[src/rtl/gpio_lvl_pkg.sv]
package gpio_lvl_pkg;
   // word index taken from byte address bits [4:2]
   typedef enum logic [2:0] {
      WI_OUT     = 3'd0,
      WI_OE      = 3'd1,
      WI_IN      = 3'd2,
      WI_STAT    = 3'd3,
      WI_POL_LO  = 3'd4,
      WI_MASK    = 3'd5,
      WI_POL_HI  = 3'd6,
      WI_MUX     = 3'd7
   } word_idx_t;

   localparam int unsigned POL_PER_WORD = 8;
   localparam int unsigned POL_STRIDE   = 4;
endpackage

[src/rtl/gpio_sync.sv]
module gpio_sync #(
   parameter int unsigned WIDTH  = 12,
   parameter int unsigned STAGES = 2
) (
   input  logic             clk,
   input  logic             rst_n,
   input  logic [WIDTH-1:0] d_async,
   output logic [WIDTH-1:0] q_sync
);
   if (STAGES < 2) begin : g_bad_stages
      $error("gpio_sync: STAGES must be at least 2");
   end

   logic [WIDTH-1:0] chain_q [STAGES];

   for (genvar s = 0; s < STAGES; s++) begin : g_stage
      if (s == 0) begin : g_first
         always_ff @(posedge clk or negedge rst_n) begin
            if (!rst_n) chain_q[s] <= '0;
            else        chain_q[s] <= d_async;
         end
      end else begin : g_next
         always_ff @(posedge clk or negedge rst_n) begin
            if (!rst_n) chain_q[s] <= '0;
            else        chain_q[s] <= chain_q[s-1];
         end
      end
   end

   assign q_sync = chain_q[STAGES-1];
endmodule

[src/rtl/gpio_lvl_detect.sv]
module gpio_lvl_detect #(
   parameter int unsigned NPINS = 12
) (
   input  logic             clk,
   input  logic             rst_n,
   input  logic [NPINS-1:0] lvl,
   input  logic [NPINS-1:0] pol,
   input  logic [NPINS-1:0] ack,
   output logic [NPINS-1:0] status
);
   logic [NPINS-1:0] active;

   for (genvar n = 0; n < NPINS; n++) begin : g_pin
      // pol = 0: high active, pol = 1: low active
      assign active[n] = lvl[n] ^ pol[n];

      // acknowledge wins for one cycle, then an active level sets it again
      always_ff @(posedge clk or negedge rst_n) begin
         if (!rst_n)      status[n] <= 1'b0;
         else if (ack[n]) status[n] <= 1'b0;
         else if (active[n]) status[n] <= 1'b1;
      end
   end
endmodule

[src/rtl/gpio_regs.sv]
module gpio_regs
   import gpio_lvl_pkg::*;
#(
   parameter int unsigned NPINS  = 12,
   parameter int unsigned DATA_W = 32,
   parameter int unsigned ADDR_W = 5,
   parameter int unsigned MUX_W  = 32
) (
   input  logic              clk,
   input  logic              rst_n,
   input  logic              reg_en,
   input  logic              reg_we,
   input  logic [ADDR_W-1:0] reg_addr,
   input  logic [DATA_W-1:0] reg_wdata,
   output logic [DATA_W-1:0] reg_rdata,
   input  logic [NPINS-1:0]  in_sync,
   input  logic [NPINS-1:0]  status,
   output logic [NPINS-1:0]  out_q,
   output logic [NPINS-1:0]  oe_q,
   output logic [NPINS-1:0]  mask_q,
   output logic [NPINS-1:0]  pol_q,
   output logic [NPINS-1:0]  ack,
   output logic [MUX_W-1:0]  mux_q
);
   localparam int unsigned LO_PINS = (NPINS < POL_PER_WORD) ? NPINS : POL_PER_WORD;

   word_idx_t widx;
   logic      wr;
   logic [DATA_W-1:0] pol_lo_rd, pol_hi_rd;

   assign widx = word_idx_t'(reg_addr[4:2]);
   assign wr   = reg_en && reg_we;
   assign ack  = (wr && widx == WI_STAT) ? reg_wdata[NPINS-1:0] : '0;

   always_ff @(posedge clk or negedge rst_n) begin
      if (!rst_n) begin
         out_q  <= '0;
         oe_q   <= '0;
         mask_q <= '0;
         mux_q  <= '0;
      end else if (wr) begin
         case (widx)
            WI_OUT:  out_q  <= reg_wdata[NPINS-1:0];
            WI_OE:   oe_q   <= reg_wdata[NPINS-1:0];
            WI_MASK: mask_q <= reg_wdata[NPINS-1:0];
            WI_MUX:  mux_q  <= reg_wdata[MUX_W-1:0];
            default: ;
         endcase
      end
   end

   // polarity bits sit on nibble boundaries across two words
   for (genvar n = 0; n < NPINS; n++) begin : g_pol
      localparam word_idx_t PW  = (n < POL_PER_WORD) ? WI_POL_LO : WI_POL_HI;
      localparam int unsigned PB = POL_STRIDE * (n % POL_PER_WORD);
      always_ff @(posedge clk or negedge rst_n) begin
         if (!rst_n)                pol_q[n] <= 1'b0;
         else if (wr && widx == PW) pol_q[n] <= reg_wdata[PB];
      end
   end

   always_comb begin
      pol_lo_rd = '0;
      pol_hi_rd = '0;
      for (int n = 0; n < LO_PINS; n++)
         pol_lo_rd[POL_STRIDE*n] = pol_q[n];
      for (int n = POL_PER_WORD; n < NPINS; n++)
         pol_hi_rd[POL_STRIDE*(n-POL_PER_WORD)] = pol_q[n];
   end

   always_comb begin
      reg_rdata = '0;
      case (widx)
         WI_OUT:    reg_rdata[NPINS-1:0] = out_q;
         WI_OE:     reg_rdata[NPINS-1:0] = oe_q;
         WI_IN:     reg_rdata[NPINS-1:0] = in_sync;
         WI_STAT:   reg_rdata[NPINS-1:0] = status;
         WI_POL_LO: reg_rdata = pol_lo_rd;
         WI_MASK:   reg_rdata[NPINS-1:0] = mask_q;
         WI_POL_HI: reg_rdata = pol_hi_rd;
         WI_MUX:    reg_rdata[MUX_W-1:0] = mux_q;
         default:   reg_rdata = '0;
      endcase
   end
endmodule

[src/rtl/gpio_lvl_ctrl.sv]
module gpio_lvl_ctrl
   import gpio_lvl_pkg::*;
#(
   parameter int unsigned NPINS       = 12,
   parameter int unsigned DATA_W      = 32,
   parameter int unsigned ADDR_W      = 5,
   parameter int unsigned SYNC_STAGES = 2,
   parameter int unsigned MUX_W       = 32
) (
   input  logic              clk,
   input  logic              rst_n,
   input  logic              reg_en,
   input  logic              reg_we,
   input  logic [ADDR_W-1:0] reg_addr,
   input  logic [DATA_W-1:0] reg_wdata,
   output logic [DATA_W-1:0] reg_rdata,
   input  logic [NPINS-1:0]  pin_in,
   output logic [NPINS-1:0]  pin_out,
   output logic [NPINS-1:0]  pin_oe,
   output logic [MUX_W-1:0]  mux_out,
   output logic              irq
);
   if (NPINS < 1 || NPINS > 2*POL_PER_WORD) begin : g_bad_npins
      $error("gpio_lvl_ctrl: NPINS must be 1..16");
   end
   if (DATA_W != 32 || NPINS >= DATA_W) begin : g_bad_dw
      $error("gpio_lvl_ctrl: DATA_W must be 32 and exceed NPINS");
   end
   if (ADDR_W < 5) begin : g_bad_aw
      $error("gpio_lvl_ctrl: ADDR_W must be at least 5");
   end
   if (MUX_W < 1 || MUX_W > DATA_W) begin : g_bad_mux
      $error("gpio_lvl_ctrl: MUX_W must be 1..DATA_W");
   end

   logic [NPINS-1:0] in_sync, stat_q, mask_q, pol_q, ack;

   gpio_sync #(.WIDTH(NPINS), .STAGES(SYNC_STAGES)) u_sync (
      .clk(clk), .rst_n(rst_n), .d_async(pin_in), .q_sync(in_sync)
   );

   gpio_regs #(.NPINS(NPINS), .DATA_W(DATA_W), .ADDR_W(ADDR_W), .MUX_W(MUX_W)) u_regs (
      .clk(clk), .rst_n(rst_n),
      .reg_en(reg_en), .reg_we(reg_we), .reg_addr(reg_addr),
      .reg_wdata(reg_wdata), .reg_rdata(reg_rdata),
      .in_sync(in_sync), .status(stat_q),
      .out_q(pin_out), .oe_q(pin_oe), .mask_q(mask_q), .pol_q(pol_q),
      .ack(ack), .mux_q(mux_out)
   );

   gpio_lvl_detect #(.NPINS(NPINS)) u_det (
      .clk(clk), .rst_n(rst_n), .lvl(in_sync), .pol(pol_q),
      .ack(ack), .status(stat_q)
   );

   assign irq = |(stat_q & mask_q);
endmodule

[config.mk]
export PLATFORM = sky130hd
export DESIGN_NAME = gpio_lvl_ctrl
export DESIGN_NICKNAME = d
export VERILOG_FILES = /design/src/rtl/gpio_lvl_pkg.sv /design/src/rtl/gpio_sync.sv /design/src/rtl/gpio_lvl_detect.sv /design/src/rtl/gpio_regs.sv /design/src/rtl/gpio_lvl_ctrl.sv
export SDC_FILE = /design/constraint.sdc
export NUM_CORES = 1
export LEC_CHECK = 0
export ABC_AREA = 1
export BUFFER_PORTS_ARGS = -buffer_cell sky130_fd_sc_hd__buf_2
export CORE_ASPECT_RATIO = 0.75
export CORE_MARGIN = 4
export CORE_UTILIZATION = 54
export CTS_BUF_LIST = sky130_fd_sc_hd__clkbuf_4
export DETAILED_ROUTE_END_ITERATION = 7
export HOLD_SLACK_MARGIN = 0.05
export PLACE_DENSITY = 0.82
export SETUP_SLACK_MARGIN = 0.02
export SLEW_MARGIN = 5
export SYNTH_ARGS = -nofsm -noshare
export SYNTH_HDL_FRONTEND = slang
export SYNTH_SLANG_ARGS = --single-unit
[constraint.sdc]
create_clock -name clk -period 1.35 [get_ports clk]
set_input_delay 0.135 -clock clk [delete_from_list [all_inputs] [get_ports clk]]
set_output_delay 0.135 -clock clk [all_outputs]
set_load 0.005 [all_outputs]
# Yosys cells after proc, flatten, opt, wreduce, memory -nomap -nowiden
# Index checks and enable logic that the tools add are counted.
word_totals:
  ff_bits: 116
  elab_cells: 99
  output_inout_bits: 89
  input_bits: 53
classes:
  n_reduce_logical: 22
  bitwise: 13
  muxes: 27
  n_eq_ne: 7
ops:
  columns: ["operator", "n"]
  rows:
  - ["$pmux 12 s8", 1]
  - ["$pmux 20 s3", 1]
  - ["$mux 1", 24]
  - ["$reduce_bool 2->1", 12]
  - ["$and 12x12->12", 1]
  - ["$eq 3x3->1 const B", 4]
  - ["$mux 12", 1]
  - ["$reduce_or 12->1", 1]
  - ["$xor 1x1->1", 12]
  - ["$reduce_and 2->1", 4]
  - ["$eq 3x2->1 const B", 2]
  - ["$logic_and 1x1->1", 4]
  - ["$eq 3x1->1 const B", 1]
  - ["$logic_not 3->1", 1]

# Logic depth before layout (Yosys ltp)
# Gate-level depths: netlist of the first run.
depth:
  word_depth: 4
  depth_mapped: 7
  depth_no_buf: 6

# By module
# From an unflattened synthesis of the first run, not the netlist that was laid out.
hier_totals:
  hier_cells: 705
  area_unflattened_um2: 5520.3
modules_own_cells:
  columns: ["module", "area_per_inst_um2", "seq_area_each_um2", "cells_per_inst", "instances"]
  rows:
  - ["gpio_regs", 4025.1, 2001.9, 527, 1]
  - ["gpio_lvl_detect", 720.7, 300.3, 120, 1]
  - ["gpio_sync", 690.7, 600.6, 36, 1]
  - ["gpio_lvl_ctrl", 83.8, 0.0, 22, 1]

# Worst setup path after synthesis of the first run
# Ideal clock, no wire load.
synth_path:
  path_kind: "input-to-reg"
  startpoint: "in reg_addr[2]"
  endpoint: "reg u_regs.mux_q[10]"
  path_buffers: 2
  arrival_ns: 0.993
  setup_time_ns: 0.130
  slack_ns: 0.227
  path_stages: 5
  cell_sequence: "buf_2 -> nand3_1 -> nor2_2 -> clkbuf_1 -> o21ai_0"
synth_via:
  elab_chain_len: 2
synth_rtl:
  columns: ["item", "line_no", "rtl"]
  rows:
  - ["start, declared", "gpio_lvl_ctrl.sv:14", "input logic [ADDR_W-1:0] reg_addr,"]
  - ["$eq 3x3->1", "gpio_regs.sv:42", "case (widx)"]
  - ["$reduce_and 2->1 (no line)", null, null]
  - ["end signal, assigned", "gpio_regs.sv:46", "WI_MUX: mux_q <= reg_wdata[MUX_W-1:0];"]
  - ["end, declared", "gpio_regs.sv:23", "output logic [MUX_W-1:0] mux_q"]
# No other way between the ends.
# A chain may end at the register's enable or synchronous reset.

# Worst setup path after layout of the first run
layout_path:
  startpoint: "reg u_regs.mask_q[3]"
  endpoint: "out irq"
layout_via:
  elab_chain_len: 2
layout_rtl:
  columns: ["item", "line_no", "rtl"]
  rows:
  - ["start, declared", "gpio_regs.sv:20", "output logic [NPINS-1:0] mask_q,"]
  - ["start signal, assigned", "gpio_regs.sv:45", "WI_MASK: mask_q <= reg_wdata[NPINS-1:0];"]
  - ["$and 12x12->12", "gpio_lvl_ctrl.sv:56", "assign irq = |(stat_q & mask_q);"]
  - ["$reduce_or 12->1", "gpio_lvl_ctrl.sv:56", null]
  - ["end, declared", "gpio_lvl_ctrl.sv:21", "output logic irq"]
# No other way between the ends.

==> out/metrics.yaml, run 1 <==
timing:
  drv_slew: 0
  final-setup-viol-count: 21
  fmax_mhz: 602.3
  fin_ws_ns: -0.3103
  relSlewSlack_pct: 77.19
  max_slew.worst_pin.slew_ns: 0.3410
  hold_violations: 0
  rsz0062_at_grt: "yes"
  finalWorstPathRequiredPeriod_ns: 1.660
  fin_skew_ns: 0.02584
  period_share_pct: 123.0
job:
  cap_violations: 0
die:
  die_y_um: 92.29
  fp.dieArea_um2: 11110
  rows: 30
  die_w_um: 120.4
  initial_core_util_pct: 55.85
  core_um2: 9159
  ioPinCount: 142
synthesis:
  synth_nets: 673
  synth_area_um2: 5115
  yosys.area.top_type_share_pct: 56.75
  yosys_warnings: 0
  synth.avg_cell_area_um2: 8.250
  synth.area.top_cells: "dfrtp_1, nand2_1, o21ai_0"
  ys_seq_area_share_pct: 56.75
  yosys.area.top_type: "dfrtp_1"
  ys_ff_latch: 116
  ys_types: 21
  synth_cells: 620
clocking:
  clk_pin_slew_worst_paths_ns: 0.12
  worstSkewPairLatency_ns: 0.55
  cts_sinks: 116
  cts_buffer_depth: 2
  clk_root_buffer_cell: "clkbuf_4"
  numCtsBuffers: 17
  h-tree-depth: 4
  cts_tree: "yes"
pwr:
  power_leakage_nw: 3.797
  power_mw: 10.01
  peakVddDrop_mv: 0.8823
  power.density_nw_per_um2: 1344
final_layout:
  layoutNonFillerInstCount: 1008
  drive_above_1_share_pct: 34.20
  nNetsFinal: 920
  utilization_pct: 81.31
  area_growth_pct: 45.60
  antenna_cells: 0
global_routing:
  grt_pass1_vias: 5450
  grt_pass1_wl_um: 27050
  antenna_found_initial: 0
  grt_use_total_pct: 31.35
  grt_overflow_total: 0
  grt_max_degree: 47
drt:
  viasPerCell: 5.477
  first_pass_iters: 7
  ant_nets: 0
  drt-total-wl_um: 17510
  drt_iter0_markers: 672
  vias: 5521
  drc_errors: 0
  routedWlPerCell_um: 17.37
worst_setup_path:
  ff2ff_path_depth: 6
  arrival_ns: 1.53
  required_ns: 1.22
  cp-start-kind: "flip-flop"
  critPathKind: "reg -> out"
  crit_path_end_kind: "primary output"
  path_max_fanout: 2
placed_design:
  gp_congestion: 0.9264
  placed_cells: 889
  hpwl_um: 10400
  port-buffer-count: 139
run_status:
  violations: "setup timing"
  status: "finished, violations left"
hold_path:
  hold_class: "in -> async"
[stage by stage]
stage / setup slack, ns / cell area (um2) / TNS, ns / hold slack, ns
after detailed placement: -0.03890 / 6193 / -0.07467 / 0.05698
after global placement: 0.03607 / 6193 / 0 / 0.04968
after floorplan: 0.2267 / 5115 / 0 / -0.1606
after CTS: -0.3105 / 7188 / -4.066 / 0.1460
final: -0.3103 / 7447 / -3.234 / 0.05104
after global routing: -0.4171 / 7447 / -5.555 / 0.03635
[critical path, stage by stage (launching register included)]
cell and delay [ns]:
dfrtp_1 0.43, nand2_1 0.09, nand3_1 0.10, a21oi_2 0.11
nand3b_1 0.11, buf_2 0.15
[cells by family after synthesis]
logic type             Yosys count  synth area share (%)
AND/OR/NAND/NOR                279                 23.21
flip-flops                     116                 56.75
AO/OA/AOI/OAI                  108                 10.74
XOR/XNOR                         3                0.5138
buffers and inverters          114                 8.782
[worst paths after layout]
kind	from	slack, ns	to
setup / recovery	u_regs.mask_q[3]	-0.31	irq
hold / removal	rst_n	0.05	u_regs.oe_q[3]
setup reg to reg	u_regs.mux_q[16]	0.20	u_regs.mux_q[16]
hold reg to reg	u_sync.chain_q[14]	0.35	u_sync.q_sync[2]
max in group asynchronous	rst_n	0.73	u_det.status[9]
min in group clk	pin_in[1]	0.25	u_sync.chain_q[13]
[cell usage after synthesis (all sizes together)]
cell	instances
nand3b	1
nand2	135
buf	20
a21oi	22
nor3	1
xor2	3
nand3	22
o221ai	1
nor2	85
o21ai	81
clkbuf	9
o22ai	4
dfrtp	116
inv	85
nand4	35
[registers in the layout, indices dropped and copies added (netlist names)]
register / cells
u_regs.mask_q: 12
u_det.status: 12
u_sync.q_sync: 12
u_regs.oe_q: 12
u_regs.out_q: 12
u_regs.mux_q: 32
u_sync.chain_q: 12
u_regs.pol_q: 12
[cell type report]
class	instances	area, um2
sequential	116	2903
timing repair buffer	257	1863
multi-input combinational	390	1862
fill	551	1712
inverter	85	319.1
clock inverter	15	212.7
tap	128	160.2
clock buffer	17	127.6
[timing repair]
| item | 4_1_cts | 5_1_grt |
|---|---|---|
| pin swaps | 36 | 39 |
| setup endpoints to repair | 21 | 52 |
| endpoints found under the hold margin | 220 | 0 |
| gates resized for setup | 19 | 46 |
| hold buffers | 46 | 0 |
| setup buffers | 21 | 22 |
[power by group]
part	switching (mW)	internal, mW	total [mW]
clock network	1.39	1.63	3.02
registers	0.435	4.06	4.49
logic	1.30	1.20	2.50
[cell usage in the layout (no fill, tap or decap)]
cell type / count
o21ai_0: 80
nand3b_1: 1
clkinv_1: 3
dlygate4sd3_1: 45
nor3_2: 1
a21oi_1: 20
nand2_2: 4
xor2_1: 3
nand2_1: 131
nor2_4: 2
buf_2: 133
nand3_1: 20
a21oi_2: 2
o221ai_2: 1
buf_12: 9
nor2_2: 16
inv_2: 28
clkinv_2: 1
buf_4: 59
bufinv_16: 5
o22ai_2: 4
o21ai_1: 1
buf_6: 11
clkinv_4: 1
clkbuf_4: 17
nand3_2: 2
dfrtp_1: 116
nand4_1: 35
inv_1: 57
clkinvlp_4: 5
nor2_1: 67
[metal layers]
layer	up-vias	routed length [um]	track usage, %
met1	2584	6630	39.10
li1	2485	-	-
met3	69	1729	7.275
met4	0	537	14.06
met2	383	8614	52.21
met5	-	0	0
Note: power is estimated with default switching activity, not from simulation.
==> inputs of run 2 (changes only) <==
- CORE_UTILIZATION: 54 -> 55
- SYNTH_HIERARCHICAL: default -> 1
==> out/metrics.yaml, run 2 <==
timing:
  final-setup-viol-count: 16  # -24%
  rsz0062_at_grt: "yes"
  drv_slew: 0  # unchanged
  fin_tns_setup_ns: -2.807  # +0.4277 ns
  max_slew.worst_pin.slew_ns: 0.4258  # +0.08484 ns
  timing.hold.ws_ns: 0.2157  # +0.1646 ns
  finalWorstPathRequiredPeriod_ns: 1.609  # -0.05109 ns
  relSlewSlack_pct: 71.54  # -5.6 points
  period_share_pct: 119.2  # -3.8 points
  fin_skew_ns: 0.01635  # -0.009490 ns
  fmax_mhz: 621.4  # +3.2%
  fin_ws_ns: -0.2592  # +0.05109 ns
  hold_violations: 0  # unchanged
hold_path:
  hp-start: "reg_addr[2]"
  hold_class: "in -> reg"
synthesis:
  synth_nets: 758  # +13%
  synth_cells: 705  # +14%
  ys_seq_area_share_pct: 52.58  # -4.2 points
  yosys.area.top_type: "dfrtp_1"
  synth_edf_count: 0  # unchanged
  synth.most_common_cell: "nand2_1"
  synth_common_cells: "nand2_1, inv_1, dfrtp_1, nor2_1, o21ai_0"
  synth.avg_cell_area_um2: 7.830  # -5.1%
  synthFlopType: "dfrtp_1"
  synth_area_um2: 5520  # +7.9%
  ys_types: 21  # unchanged
  ys_ff_latch: 116  # unchanged
  synthArstFlopShare_pct: 100.0  # unchanged
  yosys_warnings: 6  # +6
  yosys.area.top_type_share_pct: 52.58  # -4.2 points
  synth.area.top_cells: "dfrtp_1, nand2_1, inv_1"
final_layout:
  mostFrequentLayoutCell: "nand2_1"
  fill_cells: 598  # +8.5%
  multi_input_area_um2: 1971  # +5.8%
  area_growth_pct: 38.67
  ff_latch_area_um2: 2903  # unchanged
  final_cell_mix: "nand2_1, buf_2, dfrtp_1"
  drive_above_1_share_pct: 31.31  # -2.9 points
  largest_reg_flops: 32  # unchanged
  stdcell_area_um2: 7655  # +2.8%
  top_register: "u_regs/mux_q"
  utilization_pct: 78.63  # -2.7 points
  nNetsFinal: 997  # +8.4%
  layoutNonFillerInstCount: 1088  # +7.9%
clocking:
  clk_root_buffer_cell: "clkbuf_4"
  clk_pin_slew_worst_paths_ns: 0.09  # -0.03 ns
  cts_buffer_depth: 2  # unchanged
  worstSkewPairLatency_ns: 0.53  # -0.02 ns
  cts_sinks: 116  # unchanged
  h-tree-depth: 4  # unchanged
  cts_tree: "yes"
  numCtsBuffers: 17  # unchanged
pwr:
  power.density_nw_per_um2: 1213  # -9.8%
  p_comb_share_pct: 28.9  # +4.0 points
  swShare_pct: 32.43  # +1.3 points
  clock_power_share_pct: 22.8  # -7.4 points
  power_leakage_nw: 4.116  # +8.4%
  peakVddDrop_mv: 1.084  # +23%
  p_seq_share_pct: 48.3  # +3.4 points
  switchingPower_mw: 3.011  # -3.5%
  power_mw: 9.285  # -7.2%
  p_int_mw: 6.274  # -8.9%
drt:
  dr_wl_met3_um: 1856  # +7.3%
  viasPerCell: 5.417  # -1.1%
  highest_layer: "met5"
  drt_iter0_markers: 852  # +27%
  first_pass_iters: 6  # -1
  vias: 5894  # +6.8%
  met1_length_um: 6837  # +3.1%
  ant_nets: 0  # unchanged
  routedWlPerCell_um: 16.52  # -4.9%
  met2_length_um: 8548  # -0.77%
  drc_errors: 0  # unchanged
  drt-total-wl_um: 17970  # +2.6%
job:
  cap_violations: 0  # unchanged
global_routing:
  grt_overflow_total: 0  # unchanged
  grt_use_total_pct: 29.13  # -2.2 points
  grt_pass1_vias: 5474  # +0.44%
  grt_pass1_wl_um: 26120  # -3.4%
  antenna_found_initial: 1  # +1
  grt_max_degree: 59  # +26%
worst_setup_path:
  startpoint: "u_det/status[8]"
  endpoint: "irq"
  critPathKind: "reg -> out"
  required_ns: 1.22  # about the same
  crit_path_end_kind: "primary output"
  path_max_fanout: 3  # +1
  ff2ff_path_depth: 6  # unchanged
  timing.rr.start: "u_sync/q_sync[3]"
  arrival_ns: 1.47  # -0.06 ns
  worstReg2RegEnd: "u_det/status[3]"
  r2r_slack_ns: 0.26  # +0.06 ns
  cp-start-kind: "flip-flop"
die:
  ioPinCount: 142  # unchanged
  die_w_um: 123.7  # +2.7%
  core_um2: 9736  # +6.3%
  initial_core_util_pct: 56.70  # +0.86 points
  die_y_um: 94.76  # +2.7%
  rows: 31  # +3.3%
  fp.dieArea_um2: 11720  # +5.5%
run_status:
  violations: "setup timing"
  status: "finished, violations left"
placed_design:
  dp_slack_ns: 0.01971  # +0.05860 ns
  port-buffer-count: 139  # unchanged
  gp_congestion: 0.9081  # -2.0%
  hpwl_um: 10900  # +4.9%
  dpl_cell_area_um2: 6454  # +4.2%
  placed_cells: 963  # +8.3%
## run 2: changes by cell type in the layout (fill, tap and decap cells not counted), moves of 4 or more
| cell | change |
|---|---|
| inv_2 | -5 |
| bufinv_16 | -4 |
| o22ai_2 | -4 |
| a21oi_1 | -14 |
| nand2_1 | +33 |
| o21ai_1 | +33 |
| o21ai_0 | -44 |
| inv_1 | +47 |
| clkinvlp_4 | -5 |
| nor2_1 | +10 |
| nand3_1 | +11 |
## run 2: repair_timing
item                                   4_1_cts  5_1_grt
cloned                                       0        0
pin swaps                                   30       33
hold buffers                                49        1
setup endpoints to repair                   19       58
endpoints found under the hold margin      216       17
resized for setup                           18       47
setup buffers                               25       22
## run 2: per-layer routing
layer | up-vias | GRT usage [%]
met2 | 405 | 48.13
met4 | 2 | 11.89
li1 | 2646 | -
met1 | 2761 | 35.99
met3 | 80 | 8.503
met5 | - | 0
## run 2: layout make-up
| cell class | instances | area share, % |
|---|---|---|
| sequential | 116 | 37.92 |
| inverter | 127 | 6.228 |
| clock inverter | 10 | 0.8826 |
| timing repair buffer | 263 | 25.07 |
| clock buffer | 20 | 1.961 |
| antenna | 1 | 0.03269 |
| tap | 132 | 2.158 |
| multi-input combinational | 419 | 25.74 |
## run 2: power by group through the flow
stage / clock (mW) / sequential [mW] / combinational (mW)
final: 2.12 / 4.48 / 2.68
after global routing: 2.30 / 4.55 / 2.93
after CTS: 2.12 / 4.43 / 2.25
after detailed placement: 0 / 4.55 / 1.88
after global placement: 0 / 4.51 / 1.80
after floorplan: 0 / 4.49 / 0.941
## run 2: how the worst min path moves through the flow
stage                                   to  cells after the start
after floorplan            u_det/status[0]                      0
after global placement    u_regs/mux_q[24]                      1
after detailed placement  u_regs/mux_q[24]                      1
after CTS                   u_regs/oe_q[1]                      3
after global routing       u_regs/pol_q[6]                      5
final                      u_regs/pol_q[4]                      5
## run 2: logic make-up after synthesis
logic type | count (synthesis) | share of synthesized area, %
simple gates | 339 | 26.84
buf+inv | 170 | 13.26
flops | 116 | 52.58
compound gates | 80 | 7.321
## run 2: worst max-delay path: stages (launching register included)
cell and delay (ns):
dfrtp_1 0.42, nand2_1 0.12, nand2_1 0.07, nor2_2 0.11, nand3_1 0.11, buf_2 0.14
==> inputs of run 3 (changes only) <==
- REMOVE_ABC_BUFFERS: default -> 1
- SETUP_SLACK_MARGIN: 0.02 -> 0.4
==> out/metrics.yaml, run 3 (synthesized netlist as in run 2, its figures left out) <==
run_status:
  status: "finished, violations left"
  violations: "setup timing"
worst_setup_path:
  crit_path_end_kind: "primary output"
  worstPathCellList: "nand4_1 -> nand2_1 -> nor2_2 -> nand3_1 -> buf_2"
  cp-start-kind: "flip-flop"
  arrival_ns: 1.58  # +0.11 ns
  path_max_fanout: 3  # unchanged
  slowest_stage: "dfrtp_1"
  required_ns: 1.22  # about the same
  slowest_delay_ns: 0.41  # about the same
  critPathKind: "reg -> out"
hold_path:
  hold_class: "in -> async"
placed_design:
  placed_cells: 974  # +1.1%
  gp_congestion: 0.9129  # +0.53%
  dp_slack_ns: -0.06248  # -0.08219 ns
  port-buffer-count: 139  # unchanged
  hpwl_um: 10910  # about the same
global_routing:
  antenna_found_initial: 0  # -1
  grt_use_total_pct: 31.89  # +2.8 points
  grt_pass1_wl_um: 28480  # +9.0%
  grt_util_met1_pct: 39.18  # +3.2 points
  top_usage_layer: "met2"
  grt_overflow_total: 0  # unchanged
  grt_max_degree: 57  # -3.4%
  met3_usage_pct: 8.862  # +0.36 points
  met2_usage_pct: 52.32  # +4.2 points
  grt_pass1_vias: 5887  # +7.5%
die:
  rows: 31  # unchanged
  die_w_um: 123.7  # unchanged
  die_y_um: 94.76  # unchanged
  fp.dieArea_um2: 11720  # unchanged
  ioPinCount: 142  # unchanged
  initial_core_util_pct: 56.70  # unchanged
  core_um2: 9736  # unchanged
pwr:
  power_leakage_nw: 4.398  # +6.9%
  swShare_pct: 32.59  # +0.16 points
  clock_power_share_pct: 25.2  # +2.4 points
  p_seq_share_pct: 43.2  # -5.1 points
  switchingPower_mw: 3.407  # +13%
  power.density_nw_per_um2: 1270  # +4.7%
  power_mw: 10.45  # +13%
  peakVddDrop_mv: 1.045  # -3.6%
  p_int_mw: 7.047  # +12%
  p_comb_share_pct: 31.5  # +2.6 points
drt:
  vias: 6220  # +5.5%
  first_pass_iters: 6  # unchanged
  ant_nets: 0  # unchanged
  routedWlPerCell_um: 17.68  # +7.1%
  drc_errors: 0  # unchanged
  drt_iter0_markers: 928  # +8.9%
  viasPerCell: 5.504  # +1.6%
  drt-total-wl_um: 19980  # +11%
timing:
  final-setup-viol-count: 20  # +4
  relSlewSlack_pct: 71.77  # +0.22 points
  max_slew.worst_pin.slew_ns: 0.4235  # -0.002324 ns
  fmax_mhz: 582.2  # -6.3%
  period_share_pct: 127.2  # +8.0 points
  hold_violations: 0  # unchanged
  drv_slew: 0  # unchanged
  fin_ws_ns: -0.3678  # -0.1085 ns
  fin_skew_ns: 0.01492  # -0.001427 ns
  finalWorstPathRequiredPeriod_ns: 1.718  # +0.1085 ns
  rsz0062_at_grt: "yes"
final_layout:
  multi_input_area_um2: 2044  # +3.7%
  utilization_pct: 84.57  # +5.9 points
  mostFrequentLayoutCell: "nand2_1"
  layoutNonFillerInstCount: 1130  # +3.9%
  nNetsFinal: 1039  # +4.2%
  antenna_cells: 0  # -1
  largest_reg_flops: 32  # unchanged
  ff_latch_area_um2: 2903  # unchanged
  final_cell_mix: "nand2_1, buf_2, dfrtp_1"
  top_register: "u_regs/mux_q"
  area_growth_pct: 49.14
  fill_cells: 506  # -15%
  drive_above_1_share_pct: 36.77  # +5.5 points
clocking:
  cts_tree: "yes"
  h-tree-depth: 4  # unchanged
  worstSkewPairLatency_ns: 0.55  # +0.02 ns
  cts_buffer_depth: 2  # unchanged
  cts_sinks: 116  # unchanged
  numCtsBuffers: 17  # unchanged
  clk_root_buffer_cell: "clkbuf_4"
  clk_pin_slew_worst_paths_ns: 0.11  # +0.02 ns
job:
  cap_violations: 0  # unchanged
run 3: power by group through the flow:
| stage | clock [mW] | sequential [mW] | combinational (mW) |
|---|---|---|---|
| 2_1_floorplan | 0 | 4.49 | 0.858 |
| 3_3_place_gp | 0 | 4.49 | 1.83 |
| 3_5_place_dp | 0 | 4.53 | 1.91 |
| 4_1_cts | 2.61 | 4.44 | 2.75 |
| 5_1_grt | 2.84 | 4.57 | 3.56 |
| 6_report | 2.64 | 4.52 | 3.30 |
run 3: critical path, delay by kind of cell, from the launching register on:
kind | cells | cell delay (ns)
buffers and inverters | 1 | 0.14
flip-flops | 1 | 0.41
AND/OR/NAND/NOR | 4 | 0.49
run 3: final timing paths:
kind / from / to / slack [ns] / depth (start not counted)
worst max-delay path: u_det/status[11] / reg_rdata[11] / -0.37 / 5
worst min-delay path: rst_n / u_sync/q_sync[9] / 0.08 / 2
worst max register to register: u_regs/mux_q[22] / u_regs/mux_q[22] / 0.05 / 8
worst min register to register: u_sync/chain_q[19] / u_sync/q_sync[7] / 0.35 / 0
max in group asynchronous: rst_n / u_regs/mux_q[13] / 0.69 / 3
min in group clk: reg_we / u_regs/pol_q[10] / 0.15 / 5
run 3: cell type report:
| class | count | share of cell area [%] |
|---|---|---|
| inverters | 127 | 5.790 |
| flip-flops and latches | 116 | 35.26 |
| clock buffers | 19 | 1.733 |
| clock inverters | 12 | 1.687 |
| multi-input cells | 419 | 24.83 |
| well taps | 132 | 2.006 |
| repair buffers | 305 | 28.69 |
run 3: routing by layer:
metal,vias to the layer above,routed length (um)
met4,0,1070
met1,2851,7304
li1,2737,-
met2,504,9299
met5,-,0
met3,128,2308
run 3: repair_timing:
action                                 in CTS  in global routing
gates resized for setup                    52                 64
pin swaps                                  45                 19
hold buffers                               45                  0
setup endpoints to repair                  89                108
endpoints found under the hold margin     219                  0
setup buffers                              57                 23
run 3: metrics by stage:
step	hold slack [ns]	setup TNS [ns]	cell area [um2]
finish	0.08351	-3.594	8233
global route	0.08836	-5.575	8233
CTS	0.05666	-2.934	7878
detailed placement	0.09900	-0.4433	6574
global placement	0.08966	-0.02222	6574
floorplan	-0.1606	-9.108	5265
